[src/rtl/r1b_fix_pkg.sv]
package r1b_fix_pkg;
  typedef enum logic [1:0] {
    FIX_NONE   = 2'd0,
    FIX_NODATA = 2'd1,
    FIX_AC12   = 2'd2
  } fix_e;

  localparam logic [1:0] RESP_SHORT_BUSY = 2'b11;
endpackage

[src/rtl/r1b_cmd_classify.sv]
module r1b_cmd_classify
  import r1b_fix_pkg::*;
(
  input  logic       has_data_i,
  input  logic [1:0] resp_type_i,
  input  logic       acmd12_i,
  input  logic       multi_i,
  output fix_e       fix_o
);
  always_comb begin
    fix_o = FIX_NONE;
    if (has_data_i) begin
      if (acmd12_i && multi_i) fix_o = FIX_AC12;
    end else if (resp_type_i == RESP_SHORT_BUSY) begin
      fix_o = FIX_NODATA;
    end
  end
endmodule

[src/rtl/r1b_busy_timer.sv]
module r1b_busy_timer #(
  parameter int TIMEOUT_MS = 250,
  localparam int CW = $clog2(TIMEOUT_MS + 1)
) (
  input  logic          clk_i,
  input  logic          rst_ni,
  input  logic          start_i,
  input  logic          run_i,
  input  logic          tick_i,
  input  logic          busy_i,
  output logic          expire_o,
  output logic [CW-1:0] cnt_o
);
  localparam logic [CW:0] LIMIT = (CW+1)'(TIMEOUT_MS);

  logic [CW-1:0] cnt_q;
  logic [CW:0]   cnt_inc;
  logic          busy_tick;

  assign busy_tick = run_i && tick_i && busy_i;
  assign cnt_inc   = {1'b0, cnt_q} + 1'b1;
  assign expire_o  = busy_tick && (cnt_inc >= LIMIT);
  assign cnt_o     = cnt_q;

  always_ff @(posedge clk_i or negedge rst_ni) begin
    if (!rst_ni)                     cnt_q <= '0;
    else if (start_i)                cnt_q <= '0;
    else if (busy_tick && !expire_o) cnt_q <= cnt_inc[CW-1:0];
  end
endmodule

[src/rtl/r1b_synth_sts.sv]
module r1b_synth_sts #(
  parameter int STS_W = 32
) (
  input  logic             clk_i,
  input  logic             rst_ni,
  input  logic [STS_W-1:0] set_mask_i,
  input  logic [STS_W-1:0] clr_mask_i,
  input  logic [STS_W-1:0] raw_i,
  input  logic [STS_W-1:0] hide_mask_i,
  output logic [STS_W-1:0] sts_o
);
  logic [STS_W-1:0] synth_q;

  // clear first so a same-cycle event survives the write
  always_ff @(posedge clk_i or negedge rst_ni) begin
    if (!rst_ni) synth_q <= '0;
    else         synth_q <= (synth_q & ~clr_mask_i) | set_mask_i;
  end

  assign sts_o = (raw_i & ~hide_mask_i) | synth_q;
endmodule

[src/rtl/r1b_busy_fix.sv]
module r1b_busy_fix
  import r1b_fix_pkg::*;
#(
  parameter int STS_W      = 32,
  parameter int RESP_BIT   = 0,
  parameter int DEND_BIT   = 1,
  parameter int DTO_BIT    = 20,
  parameter int TIMEOUT_MS = 250
) (
  input  logic             clk_i,
  input  logic             rst_ni,
  input  logic             cmd_wr_i,
  input  logic             cmd_has_data_i,
  input  logic [1:0]       cmd_resp_type_i,
  input  logic             xfer_acmd12_i,
  input  logic             xfer_multi_i,
  input  logic [STS_W-1:0] raw_status_i,
  input  logic             busy_line_active_i,
  input  logic             data_inhibit_i,
  input  logic             ms_tick_i,
  input  logic             sts_wr_i,
  input  logic [STS_W-1:0] sts_wdata_i,
  input  logic [STS_W-1:0] int_en_i,
  output logic [STS_W-1:0] sts_o,
  output logic             hw_clr_o,
  output logic [STS_W-1:0] hw_clr_mask_o,
  output logic             irq_o
);
  localparam int CW = $clog2(TIMEOUT_MS + 1);
  localparam logic [STS_W-1:0] RESP_M = STS_W'(1) << RESP_BIT;
  localparam logic [STS_W-1:0] DEND_M = STS_W'(1) << DEND_BIT;
  localparam logic [STS_W-1:0] DTO_M  = STS_W'(1) << DTO_BIT;

  fix_e             fix_q, fix_d, cmd_fix;
  logic             wait_q, wait_d;
  logic             busy, trig, hold_start, release_ev, timeout_ev;
  logic [STS_W-1:0] trig_m, hide_m, set_m, sw_clr_m;
  logic [CW-1:0]    ms_cnt;

  r1b_cmd_classify u_cls (
    .has_data_i  (cmd_has_data_i),
    .resp_type_i (cmd_resp_type_i),
    .acmd12_i    (xfer_acmd12_i),
    .multi_i     (xfer_multi_i),
    .fix_o       (cmd_fix)
  );

  assign busy       = busy_line_active_i | data_inhibit_i;
  assign trig_m     = (fix_q == FIX_NODATA) ? RESP_M : DEND_M;
  assign trig       = (fix_q != FIX_NONE) && !wait_q && |(raw_status_i & trig_m);
  assign hold_start = trig && busy;
  assign release_ev = (trig && !busy) || (wait_q && ms_tick_i && !busy);

  r1b_busy_timer #(.TIMEOUT_MS(TIMEOUT_MS)) u_tmr (
    .clk_i    (clk_i),
    .rst_ni   (rst_ni),
    .start_i  (hold_start),
    .run_i    (wait_q),
    .tick_i   (ms_tick_i),
    .busy_i   (busy),
    .expire_o (timeout_ev),
    .cnt_o    (ms_cnt)
  );

  always_comb begin
    fix_d  = fix_q;
    wait_d = wait_q;
    if (release_ev || timeout_ev) begin
      fix_d  = FIX_NONE;
      wait_d = 1'b0;
    end else if (hold_start) begin
      wait_d = 1'b1;
    end else if (!wait_q && !trig && cmd_wr_i) begin
      fix_d = cmd_fix;
    end
  end

  always_ff @(posedge clk_i or negedge rst_ni) begin
    if (!rst_ni) begin
      fix_q  <= FIX_NONE;
      wait_q <= 1'b0;
    end else begin
      fix_q  <= fix_d;
      wait_q <= wait_d;
    end
  end

  always_comb begin
    set_m = '0;
    if (release_ev) begin
      set_m = DEND_M;
      if (fix_q == FIX_NODATA) set_m = set_m | RESP_M;
    end
    if (timeout_ev) set_m = DTO_M;
  end

  assign hide_m   = (hold_start || wait_q) ? trig_m : '0;
  assign sw_clr_m = sts_wr_i ? sts_wdata_i : '0;

  r1b_synth_sts #(.STS_W(STS_W)) u_sts (
    .clk_i       (clk_i),
    .rst_ni      (rst_ni),
    .set_mask_i  (set_m),
    .clr_mask_i  (sw_clr_m),
    .raw_i       (raw_status_i),
    .hide_mask_i (hide_m),
    .sts_o       (sts_o)
  );

  assign hw_clr_o      = sts_wr_i | hold_start;
  assign hw_clr_mask_o = sw_clr_m | (hold_start ? trig_m : '0);
  assign irq_o         = |(sts_o & int_en_i);
endmodule

[config.mk]
export PLATFORM = sky130hd
export DESIGN_NAME = r1b_busy_fix
export DESIGN_NICKNAME = d
export VERILOG_FILES = /design/src/rtl/r1b_fix_pkg.sv /design/src/rtl/r1b_cmd_classify.sv /design/src/rtl/r1b_busy_timer.sv /design/src/rtl/r1b_synth_sts.sv /design/src/rtl/r1b_busy_fix.sv
export SDC_FILE = /design/constraint.sdc
export NUM_CORES = 1
export LEC_CHECK = 0
export ABC_AREA = 1
export CORE_MARGIN = 2
export CORE_UTILIZATION = 39
export CTS_CLUSTER_DIAMETER = 80
export DETAILED_ROUTE_END_ITERATION = 8
export GPL_ROUTABILITY_DRIVEN = 0
export GPL_TIMING_DRIVEN = 0
export PLACE_DENSITY = 0.87
export SYNTH_ARGS = -nofsm -noshare
export SYNTH_HDL_FRONTEND = slang
export SYNTH_SLANG_ARGS = --single-unit
[constraint.sdc]
create_clock -name clk_i -period 2.8 [get_ports clk_i]
set_clock_uncertainty 0.1 [all_clocks]
set_input_delay 0.56 -clock clk_i [delete_from_list [all_inputs] [get_ports clk_i]]
set_output_delay 0.56 -clock clk_i [all_outputs]
set_load 0.02 [all_outputs]
==> impl_summary.md, run 1 <==
Yosys
Of all flip-flops after synthesis, the portion carrying an async set or reset was 1.00. Yosys printed 0 warnings. The largest family of logic cells by synthesized area is simple AND/OR/NAND/NOR gates. The area fraction in compound gates after synthesis came to 0.0181. In this run, synthesis produced a sequential element count of 43. dfrtp_1 takes more of the synthesized area than any other cell. The area share of the largest cell type after synthesis is 0.421. Of the total synthesized cell area, the portion taken by AND, OR, NAND and NOR gates is 0.420.

The sequential-to-total area share from yosys stat is 0.421. Of the total synthesized cell area, the portion taken by full adders, half adders and majority gates is 0.00979. The area of the mapped netlist is 2560 um^2. Measured against the total synthesized area, the mux share comes to 0. Of the total synthesized cell area, the portion taken by XOR and XNOR cells is 0. The synthesized netlist net count is 479. The dominant synthesized flop cell is dfrtp_1.

In the synthesized netlist, the cells that appear most often are 105 x nand2_1, 84 x inv_1, 43 x dfrtp_1. Yosys attributes the largest share of cell area to dfrtp_1 42%, nand2_1 15%, inv_1 12%. The most common cell in the synthesized netlist is nand2_1.

The cell count after synthesis came out at 369. The number of distinct library cells after synthesis is 20. The synthesized design contains 0 enable-type register cells. The average instance in the mapped netlist occupies 6.93 um^2.

Global route
The global-route wire length before repair is 13.4 mm. The maximum number of pins on one net before global-route repair is 24. Summed over all layers, the global routing overflow is 0. The number of global-route vias before repair came to 2943. The number of antenna violations at the first check in global routing is 0.

The overall routing resource usage is 0.233.

Cells and area
The repair_antennas step left the layout with diodes totalling 0. The final layout contains 659 nets. The share of post-route cells with drive strength above 1 is 0.118. The final non-filler cell area is 4490 um^2.

The final instance count without filler cells is 626. The relative area change from synthesis to final layout is 75.8%.

Floorplanning
The die covers 7220 um^2. After floorplanning, the core was divided into 29 placement rows. From bottom edge to top edge, the die measures 85.0 um. 174 I/O pins were placed. The area of the core is 6350 um^2. The initial core utilization is 0.403. The die width is 85.0 um.

Worst setup path
The kind of start point of the critical path is an input port. Along the worst path, the maximum fanout reaches 2. The required time at the endpoint of the critical path is 2.14 ns. The classification of the worst setup path is in -> out. At the worst endpoint, the arrival time is 2.12 ns. The number of cells on the worst reg-to-reg path is 10. The type of element capturing the critical path is a primary output.

Routing
After detailed routing, the number of remaining DRC violations is 0. The first-pass detailed-route iteration total is 5. The first routing iteration left 91 violations. The number of routed nets with antenna violations is 0. In the routed layout, each cell is associated on average with a via count of 4.66. The final routed wire length divided by cell count is 13.5 um. The final layout contains routed wiring with a total length of 8.44 mm. Summing over every cut layer, the via total after detailed routing is 2917.

STA
Based on the critical path, the design can be clocked at up to 360 MHz. The number of hold violations in the final report was 0. The max-slew violation count came to 0. Setup violations remaining at the end of the flow were counted as 0.

The final hold slack is 0.128 ns. Measured against its own limit, the worst slew margin works out to 0.651. Subtracting the final worst setup slack from the clock period gives 2.78 ns. Setup total negative slack on the finished layout was measured at 0 ns.

Setup repair after global routing could not meet its margin everywhere. The ratio of final minimum period to clock period is 0.993. For the pin with the worst max-slew slack, the measured transition is 0.522 ns.

Once routing completed, OpenROAD measured the worst setup slack at 0.0189 ns.

Clock tree
Clock-pin slew was measured on the worst setup and hold paths at 0.08 ns. The TritonCTS clock tree is built. The number of levels the H-tree was split into is 2.

The maximum count of clock buffers along a single path is 2. The CTS buffer count is 5. The total clock sinks is 43. The clock latency on the worst-skew pair is 0.29 ns. The library cell used as clock root buffer is clkbuf_8. Buffers added to address setup during post-CTS repair amount to 0.

Power and ir drop
The leakage power is 2.29 nW. VDD sags by at most 0.335 mV. The total power per unit cell area is 420 nW/um^2.

Placement
The wire-length estimate of the detail-placed layout is 7.04 mm. Timing analysis after detailed placement gives a worst setup slack of -0.394 ns. The number of cells after detailed placement is 619. Buffers placed on the I/O ports in this run total 172. The instance area after placement is 4400 um^2.

Hold path
The worst min-delay path class is in -> async.

Job
The max-capacitance violation count is 0.

Outcome
The run finished with clean final reports.
## what timing repair did
| action | in CTS | in global routing |
|---|---|---|
| hold buffers | 0 | 0 |
| pin swaps | 1 | 3 |
| setup endpoints to repair | 12 | 19 |
| resized for setup | 13 | 9 |
## final cells by class
cell class | count | area (um^2)
buffer | 5 | 26.3
clock buffer | 6 | 72.6
clock inverter | 1 | 30.0
fill | 518 | 1860
inverter | 84 | 315
multi-input combinational | 237 | 1150
sequential | 43 | 1080
tap | 77 | 96.3
timing repair buffer | 173 | 1730
## report_power, final
| part | switching (mW) | leakage [nW] | internal (mW) |
|---|---|---|---|
| combinational | 0.356 | 1.64 | 0.337 |
| sequential | 0.0618 | 0.594 | 0.669 |
| clock | 0.203 | 0.0513 | 0.262 |
## cell usage in the layout (no fill, tap or decap), types with 3 or more instances in the layout
| cell type | n |
|---|---|
| nand3_1 | 13 |
| or2_2 | 31 |
| nand2_1 | 105 |
| nand4_1 | 19 |
| clkdlybuf4s50_1 | 165 |
| nand3_2 | 3 |
| dfrtp_1 | 43 |
| nor2_2 | 6 |
| o21ai_0 | 5 |
| clkbuf_8 | 5 |
| inv_1 | 84 |
| clkbuf_2 | 5 |
| dlygate4sd2_1 | 3 |
| nor2_1 | 39 |
| nand2_2 | 6 |
## final timing paths
check	from	endpoint	slack [ns]
min in group clk_i	u_sts.synth_q[10]$_DFF_PN0_	u_sts.synth_q[10]$_DFF_PN0_	0.39
worst max register to register	u_tmr.cnt_o[0]$_DFFE_PN0P_	u_tmr.cnt_o[3]$_DFFE_PN0P_	0.89
worst min-delay path	rst_ni	u_sts.synth_q[21]$_DFF_PN0_	0.13
worst max-delay path	raw_status_i[22]	irq_o	0.02
max in group asynchronous	rst_ni	u_tmr.cnt_o[1]$_DFFE_PN0P_	1.98
worst min register to register	u_sts.synth_q[10]$_DFF_PN0_	u_sts.synth_q[10]$_DFF_PN0_	0.39
## registers in the layout (all words and copies together), names as in the netlist
name           flops
u_tmr.cnt_o        8
wait_q             1
u_sts.synth_q     32
fix_q              2
## worst max-delay path: stages
cell	delay (ns)
clkdlybuf4s50_1	0.41
or2_2	0.30
nand2_1	0.09
nand4_1	0.14
nor2_2	0.13
nand2_1	0.07
nor2_2	0.17
nand3_1	0.09
buf_2	0.16
## through the flow
step                      power, mW  utilization
after global placement         1.41        0.689
after global routing           2.00        0.708
after CTS                      1.90        0.710
after detailed placement       1.44        0.692
final                          1.89        0.708
after floorplan                1.08            -
## per-layer routing
metal,up-vias,GRT usage,part of all wire
met5,-,0,0
met4,0,0.0895,0.035
met3,24,0.0661,0.084
met2,138,0.440,0.52
met1,1302,0.241,0.36
li1,1453,-,-
## cell families (layout without fill, tap and decap cells)
kind of cell / Yosys count / in the layout
AO/OA/AOI/OAI: 8 / 8
adder cells (fa/ha/maj): 2 / 2
buffers and inverters: 89 / 269
flip-flops: 43 / 43
AND/OR/NAND/NOR: 227 / 227
No activity file was read; power rests on OpenSTA's default activity.
==> inputs of run 2 (changes only) <==
--- a/config.mk
+++ b/config.mk
@@ -6,7 +6,7 @@
 export NUM_CORES = 1
 export LEC_CHECK = 0
 export ABC_AREA = 1
-export CORE_MARGIN = 2
+export CORE_MARGIN = 8
 export CORE_UTILIZATION = 39
 export CTS_CLUSTER_DIAMETER = 80
 export DETAILED_ROUTE_END_ITERATION = 8
==> impl_summary.md, run 2 (same netlist as run 1, synthesis figures left out) <==
Outcome
The flow ran to the end, but the final reports show violations. The final reports fail on setup timing.

Power and ir drop
The total power per unit cell area is 403 nW/um^2. The analysis attributes to cell leakage a power of 2.28 nW. IR analysis of the VDD net gives a maximum drop of 0.319 mV.

STA
On the final layout, the worst hold slack is 0.144 ns. For this run, the top clock speed supported by timing is 357 MHz. Setup repair after global routing could not meet its margin everywhere. The worst path setup slack after routing is -0.00244 ns.

The max-slew violation count is 0. The number of hold violations in the final report is 0. The transition time at the pin with the least slew margin is 0.540 ns. Setup violations remaining at the end of the flow were counted as 1. The routed design could run at a clock period as short as 2.80 ns. Dividing the final minimum period by the clock period gives 1.00. The relative slew slack is 0.640.

Routing
In this run the remaining antenna-violating nets after routing total 0. The total DRC errors in the routed layout is 0. In the routed layout, each cell is associated on average with a via count of 4.67.

The first-pass detailed-route iteration total is 4. After detailed routing, the average wire length per cell comes to 15.5 um. The count of vias placed by the detailed router is 2929. After detailed routing, the total wire length is 9.75 mm.

The detailed router's first-iteration violation count is 123.

Job
The tool flagged a number of max-cap violations equal to 0.

Worst setup path
The critical-path maximum fanout is 2. The worst setup path is launched from an input port. At the worst endpoint, the required time is 2.14 ns. The data arrival at the endpoint of the critical path is 2.14 ns. The worst setup path is of the in -> out kind.

The worst setup path is captured at a primary output.

Cells and area
The filler cells instantiated in the layout total 493. The final instance count without filler cells is 627. The library cell used most frequently in the layout, excluding fill and tap cells, is clkdlybuf4s50_1. The share of post-route cells with drive strength above 1 is 0.120. Ranked by flip-flop count, first place goes to u_sts.synth_q. In the layout the commonest cells are 165 x clkdlybuf4s50_1, 105 x nand2_1, 84 x inv_1. The final-stage net count is 659. The flip-flop count of the largest register, all copies and words added is 32. Compared with the post-synthesis result, the final layout area differs by 74.9%. The number of antenna diodes in the final layout is 0.

Global route
The number of global-route vias before repair came to 3037. Global routing finished with a remaining overflow of 0. The first global-routing pass estimated 15.6 mm of wire. Entering global routing, the biggest net connects 23 pins. In the global route stage, overall resource usage came out at 0.205.

The number of antenna violations at the first check in global routing is 0.

Clock tree
Clock tree synthesis inserted a total of 5 buffers. The clock input transition at the sequential cells of the worst setup and hold paths is 0.08 ns. The total clock sinks is 43.

The library cell used as clock root buffer is clkbuf_8. In this run the number of H-tree levels came out at 2. TritonCTS built the clock tree. The maximum count of clock buffers along a single path is 2. The later pin in the worst-skew pair is clocked with a latency of 0.29 ns.

Hold path
The path class of the tightest hold or removal check is in -> async.

Floorplanning
The floorplan has 29 rows. The floorplan die height is 97.0 um. The die is 97.0 um wide. The area of the core is 6350 um^2. The floorplan step defined a die boundary enclosing 9400 um^2.

The initial core utilization is 0.403. The number of ports placed on the die boundary is 174.

Placement
Summed over all nets, the half-perimeter wirelength after detailed placement is 8.39 mm. The number of cells after detailed placement is 619. During placement, the flow inserted port buffers numbering 172.
==> run 2: cell count changes in the layout (fill, tap and decap cells not counted), sizes merged <==
| cell | change |
|---|---|
| bufinv | -1 |
| clkinv | +1 |
| buf | -2 |
| dlygate4sd2 | -1 |
| clkinvlp | +1 |
| clkbuf | +3 |
==> run 2: final cells by class <==
type	instances	area (um^2)	area share
Multi-Input combinational cell	237	1150	0.257
Tap cell	77	96.3	0.0216
Buffer	5	26.3	0.00588
Clock inverter	2	12.5	0.00280
Inverter	84	315	0.0705
Sequential cell	43	1080	0.241
Timing Repair Buffer	173	1720	0.385
Clock buffer	6	72.6	0.0162
==> run 2: worst max-delay path, stage by stage <==
cell and delay, ns:
clkdlybuf4s50_1 0.41, or2_2 0.31, nand2_1 0.09, nand4_1 0.13, nor2_2 0.18, nand2_1 0.08
nor2_2 0.12, nand3_1 0.10, clkbuf_2 0.17
==> run 2: worst paths after layout <==
| path | startpoint | to | slack, ns | depth (start not counted) |
|---|---|---|---|---|
| hold reg to reg | u_sts.synth_q[18]$_DFF_PN0_ | u_sts.synth_q[18]$_DFF_PN0_ | 0.39 | 2 |
| min in group clk_i | u_sts.synth_q[18]$_DFF_PN0_ | u_sts.synth_q[18]$_DFF_PN0_ | 0.39 | 2 |
| setup / recovery | raw_status_i[19] | irq_o | -0.002 | 9 |
| max in group asynchronous | rst_ni | u_tmr.cnt_o[6]$_DFFE_PN0P_ | 1.96 | 2 |
| hold / removal | rst_ni | u_sts.synth_q[13]$_DFF_PN0_ | 0.14 | 1 |
| setup reg to reg | u_tmr.cnt_o[0]$_DFFE_PN0P_ | u_tmr.cnt_o[5]$_DFFE_PN0P_ | 0.93 | 10 |
==> run 2: what timing repair did <==
item	4_1_cts	5_1_grt
setup endpoints to repair	14	25
resized for setup	8	15
pin swaps	0	1
hold buffers	0	0
buffers inserted	0	0
cloned	0	0
==> run 2: layer usage <==
layer	up-vias	global-route usage	share of wire
met1	1327	0.222	0.38
met2	135	0.370	0.52
li1	1453	-	-
met4	0	0.0568	0.018
met5	-	0	0
met3	14	0.0683	0.083
==> run 2: power by group <==
part | total [mW] | internal [mW] | leakage, nW | switching [mW]
Clock | 0.380 | 0.174 | 0.0412 | 0.205
Combinational | 0.691 | 0.335 | 1.64 | 0.356
Sequential | 0.731 | 0.669 | 0.594 | 0.0619
Total | 1.80 | 1.18 | 2.28 | 0.623
==> run 2: stage by stage <==
stage	setup WS (ns)	utilization	area (um^2)	power (mW)	setup TNS, ns
floorplan	0.563	-	2560	1.08	0
global route	-0.149	0.704	4470	1.92	-0.149
global placement	-0.444	0.689	4370	1.42	-4.14
detailed placement	-0.456	0.692	4400	1.44	-1.56
CTS	-0.202	0.705	4480	1.82	-0.202
finish	-0.00244	0.704	4470	1.80	-0.00244
